$ cat src/rtl/ssc_pkg.sv
package ssc_pkg;
  // Span select encoding: narrow, wide, and two codes meaning no spread.
  typedef enum logic [1:0] {
    SPAN_NARROW = 2'b00,
    SPAN_WIDE   = 2'b01,
    SPAN_NONE0  = 2'b10,
    SPAN_NONE1  = 2'b11
  } span_e;
endpackage

$ cat src/rtl/ssc_restart_sync.sv
module ssc_restart_sync #(
  parameter int STAGES = 2
) (
  input  logic clk_i,
  input  logic rst_ni,
  input  logic async_i,
  output logic pulse_o
);
  // STAGES synchroniser flops plus one history flop for edge detection.
  logic [STAGES:0] sh_q;
  logic [STAGES:0] sh_d;

  always_comb begin
    sh_d = {sh_q[STAGES-1:0], async_i};
  end

  always_ff @(posedge clk_i or negedge rst_ni) begin
    if (!rst_ni) sh_q <= '0;
    else         sh_q <= sh_d;
  end

  assign pulse_o = sh_q[STAGES-1] & ~sh_q[STAGES];
endmodule

$ cat src/rtl/ssc_sweep_core.sv
module ssc_sweep_core
  import ssc_pkg::*;
#(
  parameter int PERIOD_CLKS  = 1000,
  parameter int NARROW_STEPS = 50,
  parameter int WIDE_STEPS   = 150,
  parameter int AMP_W        = $clog2(WIDE_STEPS + 1),
  parameter int POS_W        = AMP_W + 1
) (
  input  logic             clk_i,
  input  logic             rst_ni,
  input  logic             restart_i,
  input  span_e            span_i,
  input  logic             center_i,
  output logic             period_start_o,
  output logic [AMP_W-1:0] amp_nxt_o,
  output logic             ctr_nxt_o,
  output logic [POS_W-1:0] pos_nxt_o,
  output logic [AMP_W-1:0] amp_q_o,
  output logic             ctr_q_o
);
  localparam int PH_W  = $clog2(PERIOD_CLKS);
  localparam int ACC_W = $clog2(PERIOD_CLKS + 2 * WIDE_STEPS + 1);

  logic [PH_W-1:0]  phase_q, phase_d, ph_eff;
  logic [ACC_W-1:0] acc_q, acc_d, acc_b, sum;
  logic [POS_W-1:0] pos_q, pos_d, pos_b, dbl;
  logic [AMP_W-1:0] amp_q, amp_d, amp_sel;
  logic             ctr_q, ctr_d, start, tick;

  always_comb begin
    case (span_i)
      SPAN_NARROW: amp_sel = AMP_W'(NARROW_STEPS);
      SPAN_WIDE:   amp_sel = AMP_W'(WIDE_STEPS);
      default:     amp_sel = '0;
    endcase
  end

  // Next state: a restart acts as phase zero; phase zero reloads settings
  // and clears the fractional accumulator and the step position.
  always_comb begin
    ph_eff  = restart_i ? '0 : phase_q;
    start   = (ph_eff == '0);
    amp_d   = start ? amp_sel  : amp_q;
    ctr_d   = start ? center_i : ctr_q;
    acc_b   = start ? '0 : acc_q;
    pos_b   = start ? '0 : pos_q;
    dbl     = {amp_d, 1'b0};
    sum     = acc_b + ACC_W'(dbl);
    tick    = (sum >= ACC_W'(PERIOD_CLKS));
    acc_d   = tick ? (sum - ACC_W'(PERIOD_CLKS)) : sum;
    pos_d   = pos_b + POS_W'(tick);
    if (pos_d == dbl) pos_d = '0;
    phase_d = (ph_eff == PH_W'(PERIOD_CLKS - 1)) ? '0 : (ph_eff + PH_W'(1));
  end

  always_ff @(posedge clk_i or negedge rst_ni) begin
    if (!rst_ni) begin
      phase_q <= '0;
      acc_q   <= '0;
      pos_q   <= '0;
      amp_q   <= '0;
      ctr_q   <= 1'b0;
    end else begin
      phase_q <= phase_d;
      acc_q   <= acc_d;
      pos_q   <= pos_d;
      amp_q   <= amp_d;
      ctr_q   <= ctr_d;
    end
  end

  assign period_start_o = start;
  assign amp_nxt_o      = amp_d;
  assign ctr_nxt_o      = ctr_d;
  assign pos_nxt_o      = pos_d;
  assign amp_q_o        = amp_q;
  assign ctr_q_o        = ctr_q;
endmodule

$ cat src/rtl/ssc_offset_map.sv
module ssc_offset_map #(
  parameter int AMP_W = 8,
  parameter int POS_W = AMP_W + 1,
  parameter int OFS_W = 9
) (
  input  logic                    spread_ni,
  input  logic                    center_i,
  input  logic [AMP_W-1:0]        amp_i,
  input  logic [POS_W-1:0]        pos_i,
  output logic signed [OFS_W-1:0] offset_o
);
  logic [POS_W-1:0] dbl, lvl;
  logic [AMP_W-1:0] half;

  always_comb begin
    dbl  = {amp_i, 1'b0};
    lvl  = (pos_i <= POS_W'(amp_i)) ? pos_i : (dbl - pos_i);
    half = amp_i >> 1;
    if (spread_ni)
      offset_o = '0;
    else if (center_i)
      offset_o = $signed(OFS_W'(half)) - $signed(OFS_W'(lvl));
    else
      offset_o = -$signed(OFS_W'(lvl));
  end
endmodule

$ cat src/rtl/ssc_out_gate.sv
module ssc_out_gate (
  input  logic [1:0] out_en_i,
  output logic       grp_a_en_o,
  output logic       grp_b_en_o
);
  // {first, second}: 0x all off, 10 single group only, 11 both.
  assign grp_b_en_o = out_en_i[1];
  assign grp_a_en_o = out_en_i[1] & out_en_i[0];
endmodule

$ cat src/rtl/ssc_profile_gen.sv
module ssc_profile_gen
  import ssc_pkg::*;
#(
  parameter int PERIOD_CLKS  = 1000,
  parameter int NARROW_STEPS = 50,
  parameter int WIDE_STEPS   = 150,
  parameter int SYNC_STAGES  = 2,
  parameter int OFS_W        = 9
) (
  input  logic                    clk_i,
  input  logic                    rst_ni,
  input  logic                    spread_ni,
  input  logic [1:0]              span_i,
  input  logic                    center_i,
  input  logic                    restart_i,
  input  logic [1:0]              out_en_i,
  output logic signed [OFS_W-1:0] offset_o,
  output logic                    offset_vld_o,
  output logic signed [OFS_W-1:0] ref_offset_o,
  output logic                    grp_a_en_o,
  output logic                    grp_b_en_o
);
  localparam int AMP_W = $clog2(WIDE_STEPS + 1);
  localparam int POS_W = AMP_W + 1;

  logic                    restart_pulse;
  logic                    period_start;
  logic [AMP_W-1:0]        amp_nxt, cfg_amp;
  logic [POS_W-1:0]        pos_nxt;
  logic                    ctr_nxt, cfg_center;
  logic signed [OFS_W-1:0] offset_d, offset_q;
  logic                    vld_q;

  ssc_restart_sync #(.STAGES(SYNC_STAGES)) u_sync (
    .clk_i   (clk_i),
    .rst_ni  (rst_ni),
    .async_i (restart_i),
    .pulse_o (restart_pulse)
  );

  ssc_sweep_core #(
    .PERIOD_CLKS  (PERIOD_CLKS),
    .NARROW_STEPS (NARROW_STEPS),
    .WIDE_STEPS   (WIDE_STEPS),
    .AMP_W        (AMP_W),
    .POS_W        (POS_W)
  ) u_core (
    .clk_i          (clk_i),
    .rst_ni         (rst_ni),
    .restart_i      (restart_pulse),
    .span_i         (span_e'(span_i)),
    .center_i       (center_i),
    .period_start_o (period_start),
    .amp_nxt_o      (amp_nxt),
    .ctr_nxt_o      (ctr_nxt),
    .pos_nxt_o      (pos_nxt),
    .amp_q_o        (cfg_amp),
    .ctr_q_o        (cfg_center)
  );

  ssc_offset_map #(.AMP_W(AMP_W), .POS_W(POS_W), .OFS_W(OFS_W)) u_map (
    .spread_ni (spread_ni),
    .center_i  (ctr_nxt),
    .amp_i     (amp_nxt),
    .pos_i     (pos_nxt),
    .offset_o  (offset_d)
  );

  ssc_out_gate u_gate (
    .out_en_i   (out_en_i),
    .grp_a_en_o (grp_a_en_o),
    .grp_b_en_o (grp_b_en_o)
  );

  always_ff @(posedge clk_i or negedge rst_ni) begin
    if (!rst_ni) begin
      offset_q <= '0;
      vld_q    <= 1'b0;
    end else begin
      offset_q <= offset_d;
      vld_q    <= 1'b1;
    end
  end

  assign offset_o     = offset_q;
  assign offset_vld_o = vld_q;
  assign ref_offset_o = '0;
endmodule

$ cat config.mk
export PLATFORM = sky130hd
export DESIGN_NAME = ssc_profile_gen
export DESIGN_NICKNAME = d
export VERILOG_FILES = /design/src/rtl/ssc_pkg.sv /design/src/rtl/ssc_restart_sync.sv /design/src/rtl/ssc_sweep_core.sv /design/src/rtl/ssc_offset_map.sv /design/src/rtl/ssc_out_gate.sv /design/src/rtl/ssc_profile_gen.sv
export SDC_FILE = /design/constraint.sdc
export NUM_CORES = 1
export LEC_CHECK = 0
export BUFFER_PORTS_ARGS = -buffer_cell sky130_fd_sc_hd__buf_4
export CAP_MARGIN = 20
export CORE_ASPECT_RATIO = 1.2
export CORE_MARGIN = 2
export CORE_UTILIZATION = 56
export CTS_CLUSTER_DIAMETER = 30
export DETAILED_ROUTE_END_ITERATION = 16
export GPL_TIMING_DRIVEN = 0
export PLACE_DENSITY = 0.87
export SKIP_LAST_GASP = 1
export SYNTH_ARGS = -nofsm -noshare
export SYNTH_HDL_FRONTEND = slang
export SYNTH_SLANG_ARGS = --single-unit
$ cat constraint.sdc
create_clock -name clk_i -period 11.1 [get_ports clk_i]
set_input_delay 0.555 -clock clk_i [delete_from_list [all_inputs] [get_ports clk_i]]
set_output_delay 0.555 -clock clk_i [all_outputs]
set_load 0.01 [all_outputs]
**Word-level counts from Yosys, hierarchy flattened**

Index checks and enable logic that the tools add are counted.
Widths: inputs -> output; s select.

- Reduce and logical (&&, ||, !) cells: 2
- Equal/unequal tests: 3
- Magnitude comparators: 2
- Shifts and indexed selects: 0
- Divide/modulo/power cells: 0
- $mul: 0
- Bitwise logic cells: 3
- $add $sub $neg: 7
- Multiplexer cells: 12

Operator list:

| operator | count |
|---|---|
| $mux 9 | 5 |
| $mux 11 | 2 |
| $mux 10 | 2 |
| $pmux 8 s2 | 1 |
| $add 11x9->11 | 1 |
| $ge 11x10->1 const B | 1 |
| $sub 11x10->11 const B | 1 |
| $add 10x1->10 const B | 1 |
| $eq 10x10->1 const B | 1 |
| $logic_not 10->1 | 1 |
| $add 9x1->9 | 1 |
| $eq 9x9->1 | 1 |
| $le 9x8->1 | 1 |
| $neg 9->9 | 1 |
| $sub 8x9->9 | 1 |
| $sub 9x9->9 | 1 |
| $mux 8 | 1 |
| $and 1x1->1 | 2 |
| $eq 2x1->1 const B | 1 |
| $logic_not 2->1 | 1 |
| $mux 1 | 1 |
| $not 1->1 | 1 |

- Input port bits: 9
- Memories kept: 0
- Logic and storage cells: 37
- ROM bits: 0
- Register bits after elaboration: 52
- Output and inout port bits: 21
- Latch bits: 0
- Memory bits (writable): 0

**Logic depth before layout (Yosys ltp)**

- Depth in word-level cells: 15
- Gate-level depth with buffers: 52
- Gate-level depth less buffers: 48

**By module**

Synthesis repeated with hierarchy kept, for this count alone.

- Cell total of the unflattened synthesis: 479
- Area, all modules: 4250.3 um^2

Modules (own cells, without submodules):

| module | cells an instance | sequential area each (um^2) | instances | area each (um^2) |
|---|---|---|---|---|
| ssc_sweep_core | 284 | 975.9 | 1 | 2640.0 |
| ssc_offset_map | 168 | 0.0 | 1 | 1182.4 |
| ssc_profile_gen | 21 | 250.2 | 1 | 325.3 |
| ssc_restart_sync | 4 | 75.1 | 1 | 88.8 |
| ssc_out_gate | 2 | 0.0 | 1 | 13.8 |

**Worst setup path before layout**

Ideal clock, no wire load.

- Kind: reg-to-reg
- Start point: register u_core.phase_q[5]
- End point: register offset_q[8] (netlist: offset_o[8])
- Period minus slack after synthesis: 10.344 ns
- Library setup time: 0.139 ns
- Data arrival time: 10.205 ns
- Setup slack: 0.756 ns
- Buffers on the path: 4
- Required time: 10.961 ns
- Cell stages (with the launch flop): 49
- Path through: dfrtp_1 > or4_4 > o31a_4 > clkbuf_1 > clkbuf_1 > clkbuf_1 > nand2_1 > inv_1 > ha_1 > maj3_1 > o21a_1 > a211oi_1 > a21oi_1 > maj3_1 > a31oi_1 > o21bai_1 > a21oi_1 > xnor2_1 > [13 not listed] > ha_1 > and3_1 > and3_1 > nand3b_1 > o41ai_1 > a21o_1 > a31oi_2 > a21oi_2 > nor3_1 > or2_2 > xnor2_1 > ha_1 > inv_1 > nand3_1 > a2111oi_2 > o21ai_0 > and4_1 > or4b_1

- Cells in the longest elaborated chain, start to end: 13
- Elaborated cells on any way between the ends: 18
- Those cells by class: add/sub (5); order compare (2); eq/ne (1); mux (9); reduce/logical (1)

Ends and longest elaborated chain:

| element | line | source |
|---|---|---|
| start, declared | ssc_sweep_core.sv:25 | `logic [PH_W-1:0] phase_q, phase_d, ph_eff;` |
| start signal, assigned | ssc_sweep_core.sv:65 | `phase_q <= phase_d;` |
| $mux 10 (*) | ssc_sweep_core.sv:42 | `ph_eff = restart_i ? '0 : phase_q;` |
| $logic_not 10->1 (*) | ssc_sweep_core.sv:43 | `start = (ph_eff == '0);` |
| $mux 8 (*) | ssc_sweep_core.sv:44 | `amp_d = start ? amp_sel : amp_q;` |
| net amp_nxt[0] | ssc_profile_gen.sv:28 | `logic [AMP_W-1:0] amp_nxt, cfg_amp;` |
| $add 11x9->11 | ssc_sweep_core.sv:49 | `sum = acc_b + ACC_W'(dbl);` |
| $ge 11x10->1 | ssc_sweep_core.sv:50 | `tick = (sum >= ACC_W'(PERIOD_CLKS));` |
| $add 9x1->9 | ssc_sweep_core.sv:52 | `pos_d = pos_b + POS_W'(tick);` |
| $eq 9x9->1 | ssc_sweep_core.sv:53 | `if (pos_d == dbl) pos_d = '0;` |
| $mux 9 (*) | ssc_sweep_core.sv:53 |  |
| net pos_nxt[6] | ssc_profile_gen.sv:29 | `logic [POS_W-1:0] pos_nxt;` |
| $sub 9x9->9 / $le 9x8->1 (equally long branches) | ssc_offset_map.sv:17 | `lvl = (pos_i <= POS_W'(amp_i)) ? pos_i : (dbl - pos_i);` |
| $mux 9 (*) | ssc_offset_map.sv:17 |  |
| $neg 9->9 / $sub 8x9->9 (equally long branches) | ssc_offset_map.sv:24, ssc_offset_map.sv:22 |  |
| $mux 9 (*) | ssc_offset_map.sv:21 | `else if (center_i)` |
| $mux 9 (*) | ssc_offset_map.sv:19 | `if (spread_ni)` |
| net offset_d[8] | ssc_profile_gen.sv:31 | `logic signed [OFS_W-1:0] offset_d, offset_q;` |
| end signal, assigned | ssc_profile_gen.sv:80 | `offset_q <= offset_d;` |
| end, declared | ssc_profile_gen.sv:31 |  |

The timed path passes the listed nets; every way through them passes the cells marked *.

**Worst setup path in the final report**

Same ends and word-level chain as after synthesis.

==> flow_results.org <==
** Die
- Number of placement rows :: 35
- Core region area :: 0.007576 sq mm
- The initial utilization of the core area, before any placement, comes to 57.11%.
- The die covers 0.008448 sq mm.
- Die extent in x :: 84.24 um
- Die Y :: 100.3 um
- 30 I/O pins were placed.

** Critical path
- The critical path is of the reg2reg type.
- The largest single stage delay on the critical path is just under 0.6 ns.
- Kind of end point of the critical path :: flip-flop
- Crit-path slowest cell :: sky130_fd_sc_hd__or4_4
- Arrival time reported for the critical path endpoint :: 11.11 ns
- Crit path buf inv count :: 6
- In this design, the largest share of critical-path delay is due to compound AO/OA/AOI/OAI gates.
- In this run the worst path has a maximum fanout of 10.
- Required time worst endpoint :: 11.30 ns
- The worst setup path is launched from a flip-flop.

** Finish
- Antenna Cells :: 0
- Total number of nets in the final design :: between 500 and 600
- Summing all non-filler instances in the final layout gives an area of 0.005072 sq mm.
- Signed area change from the synthesized netlist to the final layout :: 17.24%
- Of the cells placed in the final design, the portion with a size suffix greater than 1 is 22.77%.

** Clock tree
- Clock-pin slew was measured on the worst setup and hold paths at 0.11 ns.
- Clock network latency to the later pin of the worst-skew pair :: 0.33 ns
- Count of clock tree sinks :: 52
- Deepest level of the CTS H-tree :: 2
- Clock Tree Root :: sky130_fd_sc_hd__clkbuf_8
- CTS tree :: yes
- TritonCTS created 5 clock buffers.
- In this run, post-CTS hold repair placed 0 buffers.
- Clock Tree Buf Depth :: 2

** Detailed routing
- Number of detailed-routing iterations run before antenna repair :: 5
- Across all layers, the routed design uses a little over 4,000 vias.
- Final antenna-violating net count :: 0
- Using the TritonRoute via totals, the vias-per-cell ratio works out to about 6.4.
- Dividing the detail-routed wire length by the instance count gives 18.32 um.
- After the first detailed-routing iteration, the DRC count stood at between 200 and 300.
- Total wire length after detailed routing :: 11.75 mm
- Drc violations :: 0

** Logic synthesis
- Count of flip-flops with a built-in enable after synthesis :: 0
- Warnings, synthesis :: 0
- Ranked by total cell area, the synthesized netlist is headed by sky130_fd_sc_hd__dfrtp_1, sky130_fd_sc_hd__ha_1, sky130_fd_sc_hd__xnor2_1.
- Counting distinct cell types in the post-synthesis netlist gives 80.
- Top cell type's share of synthesized area :: between 30% and 40%
- Netlist area before placement :: 0.004327 sq mm
- Flops & latches, synth :: 52
- After technology mapping, the gate count stands at ~500.
- Top cell type by total area after synthesis :: sky130_fd_sc_hd__dfrtp_1
- In the synthesized netlist the async set-or-reset flop fraction comes to 100.0%.
- After synthesis, flip-flops and latches occupy a little under a third of the total area.
- In the synthesized netlist the dominant register cell turns out to be sky130_fd_sc_hd__dfrtp_1.
- Average footprint of a synthesized cell :: 8.688 sq um

** STA
- Final WS setup :: 0.1938 ns
- Final Cycle Share :: approximately 100%
- Post-layout min period :: between 10 and 15 ns
- Final number of hold-violating endpoints :: 0
- Clk_skew :: 0.009922 ns
- The count of final max-slew check failures is 0.
- Setup violations remaining at the end of the flow were counted as 0.
- Fmax :: ~92 MHz
- At the pin with the least slew margin, the transition time is 0.8277 ns.
- Headroom to the max-slew limit :: 43.24%
- Total negative slack for setup checks :: 0 ns

** Global route
- The first global-routing pass estimated around 19 mm of wire.
- Number of global-route vias before repair :: between 4,000 and 5,000
- Summed over all layers, the global routing overflow is 0.
- For this run, the total global-route usage over all layers was measured as 27.32%.
- The initial antenna violation count came to 0.
- Entering global routing, the biggest net connects 53 pins.

** Job
- Across the run, the number of max-cap violations was 0.

** Power and ir drop
- Lkg Pwr :: 2.290 nW
- Total power of the final layout :: between 1 and 1.5 mW
- Power density normalized to cell area :: approximately 280 mW/mm^2
- Peak ir drop on the vdd network :: 183.3 uV

** Placement
- Detailed placement ended at an HPWL of 8.274 mm.
- Number of buffers inserted by port buffering :: 19
- In this run the cell area measured after placement is 0.004614 sq mm.
- OpenSTA, run right after detailed placement, puts the worst setup slack at -1.219 ns.
- RD Place Congestion :: 0.9461

** Hold path
- Path class of the lowest-slack min-delay path :: in2async

** Run status
- The flow ran to the end, and the final reports show no timing, DRC or antenna violations.
[metrics by stage]
stage	hold WS, ns	std cells	utilization, %
floorplan	0.2594	506	-
finish	0.2529	641	66.95
CTS	0.2811	626	64.01
detailed placement	0.3419	617	60.91
global placement	0.3334	617	60.91
global route	0.3154	641	66.95
[cell families after synthesis]
family          after synthesis  synth area share, %
compound gates              125                20.76
xor+xnor                     40                8.097
fa+ha+maj                    30                8.676
buf+inv                      52                5.552
flops                        52                30.08
mux                          17                4.540
other cells                   2               0.1736
simple gates                180                22.12
[worst paths after layout]
path                                              from                     endpoint  slack, ns  cells after the start
max                        u_core.phase_q[5]$_DFF_PN0_        offset_o[8]$_DFF_PN0_       0.19                     48
min                                             rst_ni    u_core.acc_q[7]$_DFF_PN0_       0.25                      1
max reg2reg                u_core.phase_q[5]$_DFF_PN0_        offset_o[8]$_DFF_PN0_       0.19                     48
min reg2reg                   u_sync.sh_q[0]$_DFF_PN0_     u_sync.sh_q[1]$_DFF_PN0_       0.35                      0
max in group asynchronous                       rst_ni  u_core.phase_q[4]$_DFF_PN0_      10.37                      1
min in group clk_i                           restart_i     u_sync.sh_q[0]$_DFF_PN0_       0.33                      1
[what timing repair did]
item                                    CTS  global route
pin swaps                                 3            12
gates cloned                              0             0
buffers inserted                          2            15
gates resized for setup                  29            25
endpoints found under the setup margin    7             7
[Yosys cell counts (9+ instances only)]
cell type / instances
sky130_fd_sc_hd__dfrtp_1: 52
sky130_fd_sc_hd__ha_1: 26
sky130_fd_sc_hd__nand4_1: 9
sky130_fd_sc_hd__nand3_1: 18
sky130_fd_sc_hd__nor3_1: 19
sky130_fd_sc_hd__a21oi_1: 25
sky130_fd_sc_hd__mux2i_1: 10
sky130_fd_sc_hd__clkbuf_1: 10
sky130_fd_sc_hd__and2_1: 16
sky130_fd_sc_hd__a31oi_1: 12
sky130_fd_sc_hd__o21ai_0: 15
sky130_fd_sc_hd__xor2_1: 14
sky130_fd_sc_hd__xnor2_1: 26
sky130_fd_sc_hd__nor2_1: 33
sky130_fd_sc_hd__nand2b_1: 9
sky130_fd_sc_hd__buf_4: 11
sky130_fd_sc_hd__inv_1: 25
sky130_fd_sc_hd__nand2_1: 39
[registers in the layout, summed over array words and instances, names as in the netlist]
signal and flops:
u_core.acc_q 11, u_core.phase_q 10, offset_o 9, u_core.pos_q 9, u_core.amp_q_o 8, u_sync.sh_q 3
offset_vld_o 1, u_core.ctr_q_o 1
[power breakdown]
group / switching, mW / internal (mW) / total, mW
combinational: 0.609 / 0.419 / 1.03
sequential: 0.0274 / 0.239 / 0.266
clock: 0.0726 / 0.0465 / 0.119
total: 0.709 / 0.704 / 1.41
[worst register-to-register path: cells and delay by family (launching register included)]
family          cells  cell delay (ns)
compound gates     19             4.02
buf+inv             6             0.96
mux                 1             0.30
fa+ha+maj           7             1.92
simple gates       13             2.86
xor+xnor            2             0.25
flops               1             0.44
[cell type report]
type / instances / area [sq um]
multi-input cells: 402 / 3043
fillers: 599 / 2504
flip-flops and latches: 52 / 1303
repair buffers: 36 / 270.3
plain buffers: 24 / 143.9
well taps: 92 / 115.1
inverters: 27 / 101.3
clock buffers: 5 / 68.82
clock inverters: 3 / 27.53
[placed cells by master (no fill, tap or decap), drive strengths merged, types with 4 or more instances in the layout]
| master | n |
|---|---|
| buf | 53 |
| dfrtp | 52 |
| nand2 | 39 |
| nor2 | 34 |
| inv | 27 |
| ha | 26 |
| xnor2 | 26 |
| a21oi | 26 |
| o21ai | 20 |
| nor3 | 19 |
| nand3 | 19 |
| and2 | 16 |
| xor2 | 14 |
| a31oi | 13 |
| mux2i | 12 |
| clkbuf | 12 |
| conb | 10 |
| nand4 | 9 |
| a21o | 9 |
| nand2b | 9 |
| o21a | 8 |
| or3 | 8 |
| o211ai | 7 |
| or2 | 6 |
| mux2 | 5 |
| and4 | 5 |
| nor2b | 4 |
| a211oi | 4 |
[layer usage]
layer,global-route usage [%],wire (um)
met5,0,0
met4,15.76,558
met3,3.947,596
met2,49.45,6186
met1,30.46,4404
Power figures use the tool's default switching activity.
